File: config.mk
export PLATFORM = sky130hd
export DESIGN_NAME = aes_rkey_expand
export DESIGN_NICKNAME = d
export VERILOG_FILES = /design/src/rtl/rkx_pkg.sv /design/src/rtl/rkx_ctrl.sv /design/src/rtl/rkx_step.sv /design/src/rtl/rkx_store.sv /design/src/rtl/aes_rkey_expand.sv
export SDC_FILE = /design/constraint.sdc
export NUM_CORES = 2
export LEC_CHECK = 0
export BUFFER_PORTS_ARGS = -buffer_cell sky130_fd_sc_hd__buf_4
export CAP_MARGIN = 20
export CORE_MARGIN = 1.5
export CORE_UTILIZATION = 35
export CTS_BUF_LIST = sky130_fd_sc_hd__clkbuf_8
export DETAILED_ROUTE_END_ITERATION = 10
export MAX_ROUTING_LAYER = met4
export PLACE_DENSITY_LB_ADDON = 0.25
export SETUP_SLACK_MARGIN = 0.02
export SLEW_MARGIN = 25
export SYNTH_ARGS = -nofsm -noshare
export SYNTH_HDL_FRONTEND = slang
export SYNTH_SLANG_ARGS = --single-unit
File: constraint.sdc
create_clock -name clk -period 15.7 [get_ports clk]
set_input_delay 3.14 -clock clk [delete_from_list [all_inputs] [get_ports clk]]
set_output_delay 3.14 -clock clk [all_outputs]
set_load 0.05 [all_outputs]
File: src/rtl/rkx_pkg.sv
// Package rkx_pkg: sizes and small helpers shared by the round-key expander.
// Assumes the standard AES word layout: word 0 in the top 32 bits of a round key.
package rkx_pkg;
    localparam int WORD_W   = 32;
    localparam int RK_W     = 128;
    localparam int KEY_W    = 256;
    localparam int NSLOT    = 15;
    localparam int IDX_W    = $clog2(NSLOT);
    localparam int NR_SHORT = 10;
    localparam int NR_LONG  = 14;

    // Multiply a field element by x in GF(2^8) modulo 0x11b.
    function automatic logic [7:0] xtime(input logic [7:0] v);
        return {v[6:0], 1'b0} ^ (v[7] ? 8'h1b : 8'h00);
    endfunction

    // Cyclic left rotation of a word by one byte.
    function automatic logic [WORD_W-1:0] rot_word(input logic [WORD_W-1:0] w);
        return {w[WORD_W-9:0], w[WORD_W-1 -: 8]};
    endfunction
endpackage

File: src/rtl/rkx_ctrl.sv
// Module rkx_ctrl: sequences one expansion. It accepts init only when idle,
// counts the round being produced, keeps the round constant and decides
// whether the current round rotates and adds the constant.
// Assumes the caller writes one round key per busy cycle.
module rkx_ctrl
    import rkx_pkg::*;
(
    input  logic             clk,
    input  logic             rst_n,
    input  logic             init_i,
    input  logic             long_i,
    output logic             load_o,
    output logic             busy_o,
    output logic             long_q_o,
    output logic [IDX_W-1:0] round_o,
    output logic             rot_rcon_o,
    output logic [7:0]       rcon_o
);
    localparam logic [IDX_W-1:0] LAST_SHORT = IDX_W'(NR_SHORT);
    localparam logic [IDX_W-1:0] LAST_LONG  = IDX_W'(NR_LONG);

    logic             ready_q;
    logic             long_q;
    logic [IDX_W-1:0] cnt_q;
    logic [7:0]       rcon_q;
    logic [IDX_W-1:0] last_round;
    logic             accept;

    // Decode acceptance, final round and the rotate/constant choice.
    always_comb begin
        accept     = init_i && ready_q;
        last_round = long_q ? LAST_LONG : LAST_SHORT;
        rot_rcon_o = !long_q || !cnt_q[0];
    end

    // Advance the round counter, round constant and ready flag.
    always_ff @(posedge clk) begin
        if (!rst_n) begin
            ready_q <= 1'b1;
            long_q  <= 1'b0;
            cnt_q   <= '0;
            rcon_q  <= 8'h01;
        end else if (accept) begin
            ready_q <= 1'b0;
            long_q  <= long_i;
            cnt_q   <= long_i ? IDX_W'(2) : IDX_W'(1);
            rcon_q  <= 8'h01;
        end else if (!ready_q) begin
            if (rot_rcon_o) begin
                rcon_q <= xtime(rcon_q);
            end
            if (cnt_q == last_round) begin
                ready_q <= 1'b1;
            end else begin
                cnt_q <= cnt_q + 1'b1;
            end
        end
    end

    assign load_o   = accept;
    assign busy_o   = !ready_q;
    assign long_q_o = long_q;
    assign round_o  = cnt_q;
    assign rcon_o   = rcon_q;

    // expansion ends right after the final round of its key length.
    a_r2_done_at_last: assert property (@(posedge clk) disable iff (!rst_n)
        $rose(ready_q) |-> ($past(cnt_q) == ($past(long_q) ? LAST_LONG : LAST_SHORT)));

    // once busy, every cycle advances one round or finishes, whatever init does.
    a_r6_busy_progress: assert property (@(posedge clk) disable iff (!rst_n)
        !ready_q |=> (ready_q || (cnt_q == IDX_W'($past(cnt_q) + 1'b1))));

    // the round constant stays on the doubling chain that starts at 0x01.
    a_r4_rcon_legal: assert property (@(posedge clk) disable iff (!rst_n)
        rcon_q inside {8'h01, 8'h02, 8'h04, 8'h08, 8'h10, 8'h20, 8'h40, 8'h80,
                       8'h1b, 8'h36, 8'h6c});
endmodule

File: src/rtl/rkx_step.sv
// Module rkx_step: combinational step that builds the next round key.
// It forms the word sent to the shared S-boxes and then chains the four
// XORs with the older key. Assumes the substituted word returns in the same cycle.
module rkx_step
    import rkx_pkg::*;
(
    input  logic [RK_W-1:0]   base_i,
    input  logic [RK_W-1:0]   newest_i,
    input  logic              rot_rcon_i,
    input  logic [7:0]        rcon_i,
    output logic [WORD_W-1:0] sbox_word_o,
    input  logic [WORD_W-1:0] sbox_word_i,
    output logic [RK_W-1:0]   next_o
);
    localparam int NWORD = RK_W / WORD_W;

    logic [WORD_W-1:0] tail;
    logic [WORD_W-1:0] mix;
    logic [WORD_W-1:0] chain [NWORD+1];

    // Select the word to substitute and fold in the round constant.
    always_comb begin
        tail        = newest_i[WORD_W-1:0];
        sbox_word_o = rot_rcon_i ? rot_word(tail) : tail;
        mix         = sbox_word_i ^ (rot_rcon_i ? {rcon_i, 24'h0} : '0);
    end

    assign chain[0] = mix;

    // Each new word is the older key's word XOR the previous new word.
    for (genvar g = 0; g < NWORD; g++) begin : g_word
        assign chain[g+1] = base_i[RK_W-1-g*WORD_W -: WORD_W] ^ chain[g];
        assign next_o[RK_W-1-g*WORD_W -: WORD_W] = chain[g+1];
    end
endmodule

File: src/rtl/rkx_store.sv
// Module rkx_store: round-key slots, a load path for the raw key and one
// write port for computed keys, with a combinational read by round number.
// Assumes load and write never coincide; out-of-range reads return zero.
module rkx_store
    import rkx_pkg::*;
(
    input  logic             clk,
    input  logic             rst_n,
    input  logic             load_i,
    input  logic             load_long_i,
    input  logic [KEY_W-1:0] key_i,
    input  logic             we_i,
    input  logic [IDX_W-1:0] widx_i,
    input  logic [RK_W-1:0]  wdata_i,
    input  logic [IDX_W-1:0] ridx_i,
    output logic [RK_W-1:0]  rdata_o
);
    localparam logic [IDX_W-1:0] TOP_SLOT = IDX_W'(NSLOT - 1);

    logic [RK_W-1:0] slot_q [NSLOT];

    // Write the raw key halves on load, or one computed round key per cycle.
    always_ff @(posedge clk) begin
        if (!rst_n) begin
            for (int i = 0; i < NSLOT; i++) begin
                slot_q[i] <= '0;
            end
        end else if (load_i) begin
            slot_q[0] <= key_i[KEY_W-1 -: RK_W];
            if (load_long_i) begin
                slot_q[1] <= key_i[RK_W-1:0];
            end
        end else if (we_i && (widx_i <= TOP_SLOT)) begin
            slot_q[widx_i] <= wdata_i;
        end
    end

    // Serve the addressed slot, zero past the last one.
    always_comb begin
        rdata_o = (ridx_i <= TOP_SLOT) ? slot_q[ridx_i] : '0;
    end

    // computed keys only target existing slots.
    a_r8_write_in_range: assert property (@(posedge clk) disable iff (!rst_n)
        we_i |-> (widx_i <= TOP_SLOT));
endmodule

File: src/rtl/aes_rkey_expand.sv
// Module aes_rkey_expand: AES-128/256 round-key expansion, one round key per
// cycle, using the cipher's four S-boxes through a word port.
// Assumes no block is processed while sbox_own_o is high.
module aes_rkey_expand
    import rkx_pkg::*;
(
    input  logic              clk,
    input  logic              rst_n,
    input  logic              init_i,
    input  logic [KEY_W-1:0]  key_i,
    input  logic              long_key_i,
    output logic              ready_o,
    output logic              sbox_own_o,
    output logic [WORD_W-1:0] sbox_word_o,
    input  logic [WORD_W-1:0] sbox_word_i,
    input  logic [IDX_W-1:0]  rd_idx_i,
    output logic [RK_W-1:0]   rd_key_o
);
    logic             load;
    logic             busy;
    logic             long_q;
    logic [IDX_W-1:0] round;
    logic             rot_rcon;
    logic [7:0]       rcon;
    logic [RK_W-1:0]  older_q;
    logic [RK_W-1:0]  newest_q;
    logic [RK_W-1:0]  next_rk;

    rkx_ctrl u_ctrl (
        .clk        (clk),
        .rst_n      (rst_n),
        .init_i     (init_i),
        .long_i     (long_key_i),
        .load_o     (load),
        .busy_o     (busy),
        .long_q_o   (long_q),
        .round_o    (round),
        .rot_rcon_o (rot_rcon),
        .rcon_o     (rcon)
    );

    rkx_step u_step (
        .base_i      (long_q ? older_q : newest_q),
        .newest_i    (newest_q),
        .rot_rcon_i  (rot_rcon),
        .rcon_i      (rcon),
        .sbox_word_o (sbox_word_o),
        .sbox_word_i (sbox_word_i),
        .next_o      (next_rk)
    );

    rkx_store u_store (
        .clk         (clk),
        .rst_n       (rst_n),
        .load_i      (load),
        .load_long_i (long_key_i),
        .key_i       (key_i),
        .we_i        (busy),
        .widx_i      (round),
        .wdata_i     (next_rk),
        .ridx_i      (rd_idx_i),
        .rdata_o     (rd_key_o)
    );

    // Keep the two most recent round keys so the step never reads the store.
    always_ff @(posedge clk) begin
        if (!rst_n) begin
            older_q  <= '0;
            newest_q <= '0;
        end else if (load) begin
            older_q  <= key_i[KEY_W-1 -: RK_W];
            newest_q <= long_key_i ? key_i[RK_W-1:0] : key_i[KEY_W-1 -: RK_W];
        end else if (busy) begin
            older_q  <= newest_q;
            newest_q <= next_rk;
        end
    end

    assign ready_o    = !busy;
    assign sbox_own_o = busy;

    // the S-box word keeps a stable value while the expander is idle.
    a_r7_idle_word_stable: assert property (@(posedge clk) disable iff (!rst_n)
        (!busy && !$past(busy) && !$past(load)) |-> $stable(sbox_word_o));
endmodule

* After elaboration in Yosys (flattened, before gate mapping)
Memories as Yosys holds them, arrays and structs flattened. Index checks and enable logic that the tools add are counted. Widths: inputs -> output; s select.
Cells by class: reduce and logical (&&, ||, !) cells 10, equal/unequal tests 3, order comparisons 2, bitwise gates (word level) 10, add/sub/neg operators 1, multiplexer cells 35
Operator list (number):
- $mux 128 | 10
- $xor 32x32->32 | 5
- $reduce_or 128->1 | 1
- $mux 32 | 2
- $mux 1 | 16
- $mux 4 | 4
- $le 4x4->1 const B | 2
- $xor 8x8->8 | 1
- $mux 5 | 1
- $add 4x1->4 const B | 1
- $eq 4x4->1 | 1
- $ne 2x2->1 const B | 2
- $reduce_and 2->1 | 2
- $logic_not 1->1 | 3
- $mux 3 | 1
- $logic_and 1x1->1 | 2
- $mux 2 | 1
- $not 1->1 | 2
- $or 1x1->1 | 2
- $reduce_or 2->1 | 1
- $logic_or 1x1->1 | 1
Word-level totals: output and inout port bits 162, flip-flop bits (word level) 270, memory bits (writable) 1920, logic and storage cells 68, memories kept 1
Memories:
- u_store.slot_q | depth 15, width 128, read ports 1, clocked after Yosys merged registers in 0, wr ports 15, RTL line rkx_store.sv:20 | logic [RK_W-1:0] slot_q [NSLOT];

* Longest topological paths before layout
depth in word-level cells 10, depth in mapped cells 10, gate-level depth less buffers 6

* Hierarchy
A second synthesis with hierarchy kept.
Second synthesis, totals: cell total of the unflattened synthesis 7174, area total of the unflattened synthesis 105775.2 um^2
By module, submodules not included:
- rkx_store | area an instance 87382.6 um^2, times used 1, cells an instance 5606
- aes_rkey_expand | area an instance 14587.7 um^2, times used 1, cells an instance 1282
- rkx_step | area an instance 3113.0 um^2, times used 1, cells an instance 212
- rkx_ctrl | area an instance 691.9 um^2, times used 1, cells an instance 74

* Worst setup path after synthesis
No wires, ideal clock.
path kind input -> register, start point input port rst_n, end point memory u_store.slot_q[0][0] (enable), data arrival time 7.081 ns, stages on the path 7, data required time 14.270 ns, setup slack 7.189 ns, library setup time 1.430 ns, cells stage by stage nand2_1 nor3_1 nand2_1 clkbuf_1 clkbuf_1 clkbuf_1 nand3_1
RTL lines:
- start, declared | RTL line aes_rkey_expand.sv:8 | input logic rst_n,
- end, declared | RTL line rkx_store.sv:20

* Final worst setup path
start point input port rd_idx_i[1], end point output port rd_key_o[48]
Between the ends: word-level cells in the longest chain between the ends 2, elaborated cells between the ends (all ways) 3, classes of those cells order compare: 1; mux: 1; memory: 1
RTL lines:
- start, declared | RTL line aes_rkey_expand.sv:16 | input logic [IDX_W-1:0] rd_idx_i,
- $mem_v2 15x128 or $le 4x4->1 (tied branches)
- $mux 128 (*) | RTL line rkx_store.sv:40 | rdata_o = (ridx_i <= TOP_SLOT) ? slot_q[ridx_i] : '0;
- end, declared | RTL line aes_rkey_expand.sv:17 | output logic [RK_W-1:0] rd_key_o
Every way passes the cells marked *; elsewhere a longest branch is shown, timed or not.

==> impl_summary.txt <==
----------------------------------------------------
[Run status]
  Outcome ... complete, no violations

[Timing]
  Final Cycle Share ... 60.7%
  Transition time at the pin with the least slew margin ... 1.17 ns
  Setup violations, final ... 0
  Unrepaired setup endpoints after global routing ... false
  Peak Freq ... 0.105 GHz
  Number of pins exceeding their max-slew limit in the final report ... 0
  Hold slack final ... 0.510 ns
  TNS Setup ... 0 ns
  Clock skew after layout ... 0.119 ns
  Relative slew slack ... 21.7%
  Number of endpoints with negative hold slack in the final report ... 0
  PnR worst setup slack ... 6.16 ns
  Min cycle time layout ... 9.54 ns

[Critical path]
  Critical path fanouts, max ... 103
  Sequence of cells on the critical path ... buf_8, buf_12, buf_12, buf_4, mux4_2, a22oi_1, a21oi_1, buf_4
  Type of element launching the critical path ... input port
  Worst Setup End Kind ... output port
  Worst path required time ... 12.56 ns
  Cell with the largest stage delay on the worst path ... buf_4
  Critical path class ... input port to output port
  Flop-to-flop setup slack ... 10.24 ns
  CP peak stage delay ... 0.65 ns
  Endpoint arrival time on the critical path ... 6.40 ns

[Clocking]
  Clock tree from TritonCTS ... done
  Total CTS buffers ... 398
  TritonCTS sink count ... 2318
  Deepest clock path buffer count ... 4
  H-Tree Level Count ... 5
  Number of gates given a new drive strength after cts ... 0
  Register clock-pin slew on the reported worst setup and hold paths ... 0.06 ns
  CTS Root Buffer Type ... clkbuf_8
  CTS hold repair buffers ... 0
  Setup repair bufs after CTS ... 0
  Insertion delay of the later-clocked pin in the worst-skew pair ... 1.10 ns

[Routing]
  Total via count in the routed design ... 73374
  Post-detailed-route wirelength per cell ... 33.6 um
  Drt pass-1 iters ... 7
  Final Routed Wirelength ... 424000 um
  Top Layer Used ... met4
  Vias per cell ... 5.81
  Drt initial violations ... 10466
  Met2 wire length ... 190000 um
  Met1 wire length ... 166000 um
  Met3 WL ... 44200 um
  DRC viols ... 0
  Residual antenna-violating net count after detailed routing ... 0

[Place]
  Worst setup timing slack at the placement stage ... 6.07 ns
  Port Buf Inserts ... 457
  Placed wire-length estimate ... 269000 um
  Total cell area at the placement stage ... 114000 sq um
  Routability congestion estimate ... 0.938
  Number of cells in the design after placement ... 11863

[Floorplan]
  Die X-Extent ... 555 um
  Initial standard-cell utilization of the core ... 35.2%
  Die ar. ... 308000 sq um
  Cell row count ... 202
  Overall die height ... 555 um
  Number of ports placed on the die boundary ... 458
  Core Box Area ... 303000 sq um

[Finish]
  NumNets Final ... 8585
  Non-filler instance count after layout ... 12639
  Fillers ... 28460
  Non-Filler Cell Area, Final ... 122000 sq um
  P&R area growth vs syn ... 14.1%
  Fin util ... 40.2%
  Share of final-layout standard cells stronger than drive strength 1 ... 21.7%

[Logic synthesis]
  Post-synthesis cell type with the largest combined area ... edfxtp_1
  Per-instance average area after synthesis ... 13.3 sq um
  Cell count after synthesis ... 7987
  Portion of synthesized cell area occupied by the leading cell type ... 57.7%
  Proportion of register bits with asynchronous set or reset after synthesis ... 0%
  Distinct cells, synth ... 48
  Number of flip-flops and latches in the synthesized netlist ... 2318
  Synthesized netlist net count ... 8287
  Syn Std Cell Area ... 107000 sq um
  Top_reg_cell synth ... edfxtp_1
  Ranking of synthesized cells by area ... edfxtp_1 (58%), mux4_2 (11%), nor2_1 (6.2%)
  Count of synthesis-stage warnings from yosys ... 0
  Number of enable-type register cells in the synthesized netlist ... 2048
  Seq/Total Area, Yosys ... 62.8%

[GRT]
  Wire length of the first global-routing pass ... 576000 um
  Number of antenna violations at the first check in global routing ... 72
  Tot GR Track Use ... 27.6%
  Sum of overflow across all layers after global routing ... 0
  Number of global-route vias before repair ... 70479
  Maximum number of pins on one net before global-route repair ... 228

[Hold path]
  HP Class ... register to register

[Pwr]
  Static leakage power ... 47.2 nW
  Power per cell area ... 127 nW/um^2
  Peak supply drop ... 71.8 uV
  Final Total Pwr ... 15.4 mW

[Run]
  # Max-Cap Violations ... 0

----------------------------------------------------
## final cells by class
class                           count  area [sq um]  share of cell area [%]
Multi-Input combinational cell   4791         36800                    30.2
Sequential cell                  2318         66900                    55.0
Clock buffer                      405          5570                    4.58
Inverter                          132           498                   0.409
Antenna cell                       51           128                   0.105
Timing Repair Buffer              644          5020                    4.13
Clock inverter                    320          1740                    1.43
Tap cell                         3978          4980                    4.09
## where the power goes
part	internal, mW	switching (mW)
Clock	2.55	2.68
Sequential	7.05	0.206
Combinational	0.831	2.14
## critical path, delay by kind of cell
| family | cells | cell delay [ns] |
|---|---|---|
| buf+inv | 5 | 2.04 |
| compound gates | 2 | 0.46 |
| mux | 1 | 0.40 |
## metal layers
layer	global-route usage (%)	vias up
li1	-	29841
met1	36.2	38102
met2	40.6	4652
met3	5.16	779
met4	14.5	0
met5	-	-
## flip-flops by register name, summed over array words and instances (netlist names)
name,count
u_ctrl.ready_q,1
u_store.slot_q,2048
older_q,128
u_ctrl.round_o,4
newest_q,128
u_ctrl.long_q_o,1
u_ctrl.rcon_o,8
## cell families (layout without fill, tap and decap cells)
logic type               after synthesis  count (layout)  share of synthesized area, %
buffers and inverters                878            1501                          3.37
AND/OR/NAND/NOR                     2467            2467                          9.01
adder cells (fa/ha/maj)                4               4                        0.0470
AO/OA/AOI/OAI                       1052            1052                          6.76
flip-flops                          2318            2318                          62.8
other                                  0              51                             0
XOR/XNOR                             354             354                          3.39
multiplexers                         914             914                          14.7
## cells in the final DEF, fill, tap and decap left out, types with 7 or more instances in the layout
cell type,netlist,routed
edfxtp_1,2048,2048
nor2_1,1764,1763
buf_4,7,626
nand2_1,593,565
mux4_2,512,512
clkbuf_8,0,405
mux2i_1,346,344
o21ai_0,323,323
dfxtp_1,270,268
a22oi_1,256,256
inv_1,113,242
xnor2_1,187,159
a21oi_1,139,139
o211a_1,135,135
o211ai_1,124,124
xor2_1,116,111
clkinv_1,1,92
clkinv_2,0,62
and2_1,64,61
mux2_2,56,56
xnor2_2,35,54
diode_2,0,51
a211oi_1,33,33
o21a_1,31,31
nand2_4,0,24
inv_2,18,18
buf_12,0,11
xnor3_1,10,10
nor2b_1,12,9
xnor2_4,0,9
inv_12,0,7
bufinv_16,0,7
clkinvlp_4,0,7
## final timing paths
path | end | startpoint | cells after the start
min reg2reg | u_ctrl.rcon_o[6]$_SDFFE_PP0P_ | u_ctrl.rcon_o[5]$_SDFFE_PP0P_ | 2
max | rd_key_o[48] | rd_idx_i[1] | 8
min | u_ctrl.rcon_o[6]$_SDFFE_PP0P_ | u_ctrl.rcon_o[5]$_SDFFE_PP0P_ | 2
max reg2reg | u_store.slot_q[12][24]$_SDFFCE_PN0P_ | u_ctrl.round_o[0]$_SDFFE_PN0P_ | 8
## synth_stat cells, drive strengths merged (3+ instances only)
library cell,count
xor2,122
o211a,135
or2b,3
a211oi,33
o21ai,323
a21oi,139
a22oi,256
mux2i,346
nand2,593
inv,131
nand4b,8
nand3,4
dfxtp,270
mux2,56
mux4,512
nand2b,5
and3,3
clkbuf,515
xnor3,10
o221ai,8
o21a,31
xnor2,222
buf,231
nor2b,12
edfxtp,2048
nand4,3
and2,64
nor2,1764
ha,4
o211ai,124
or3,6
(Power assumes the default switching activity.)
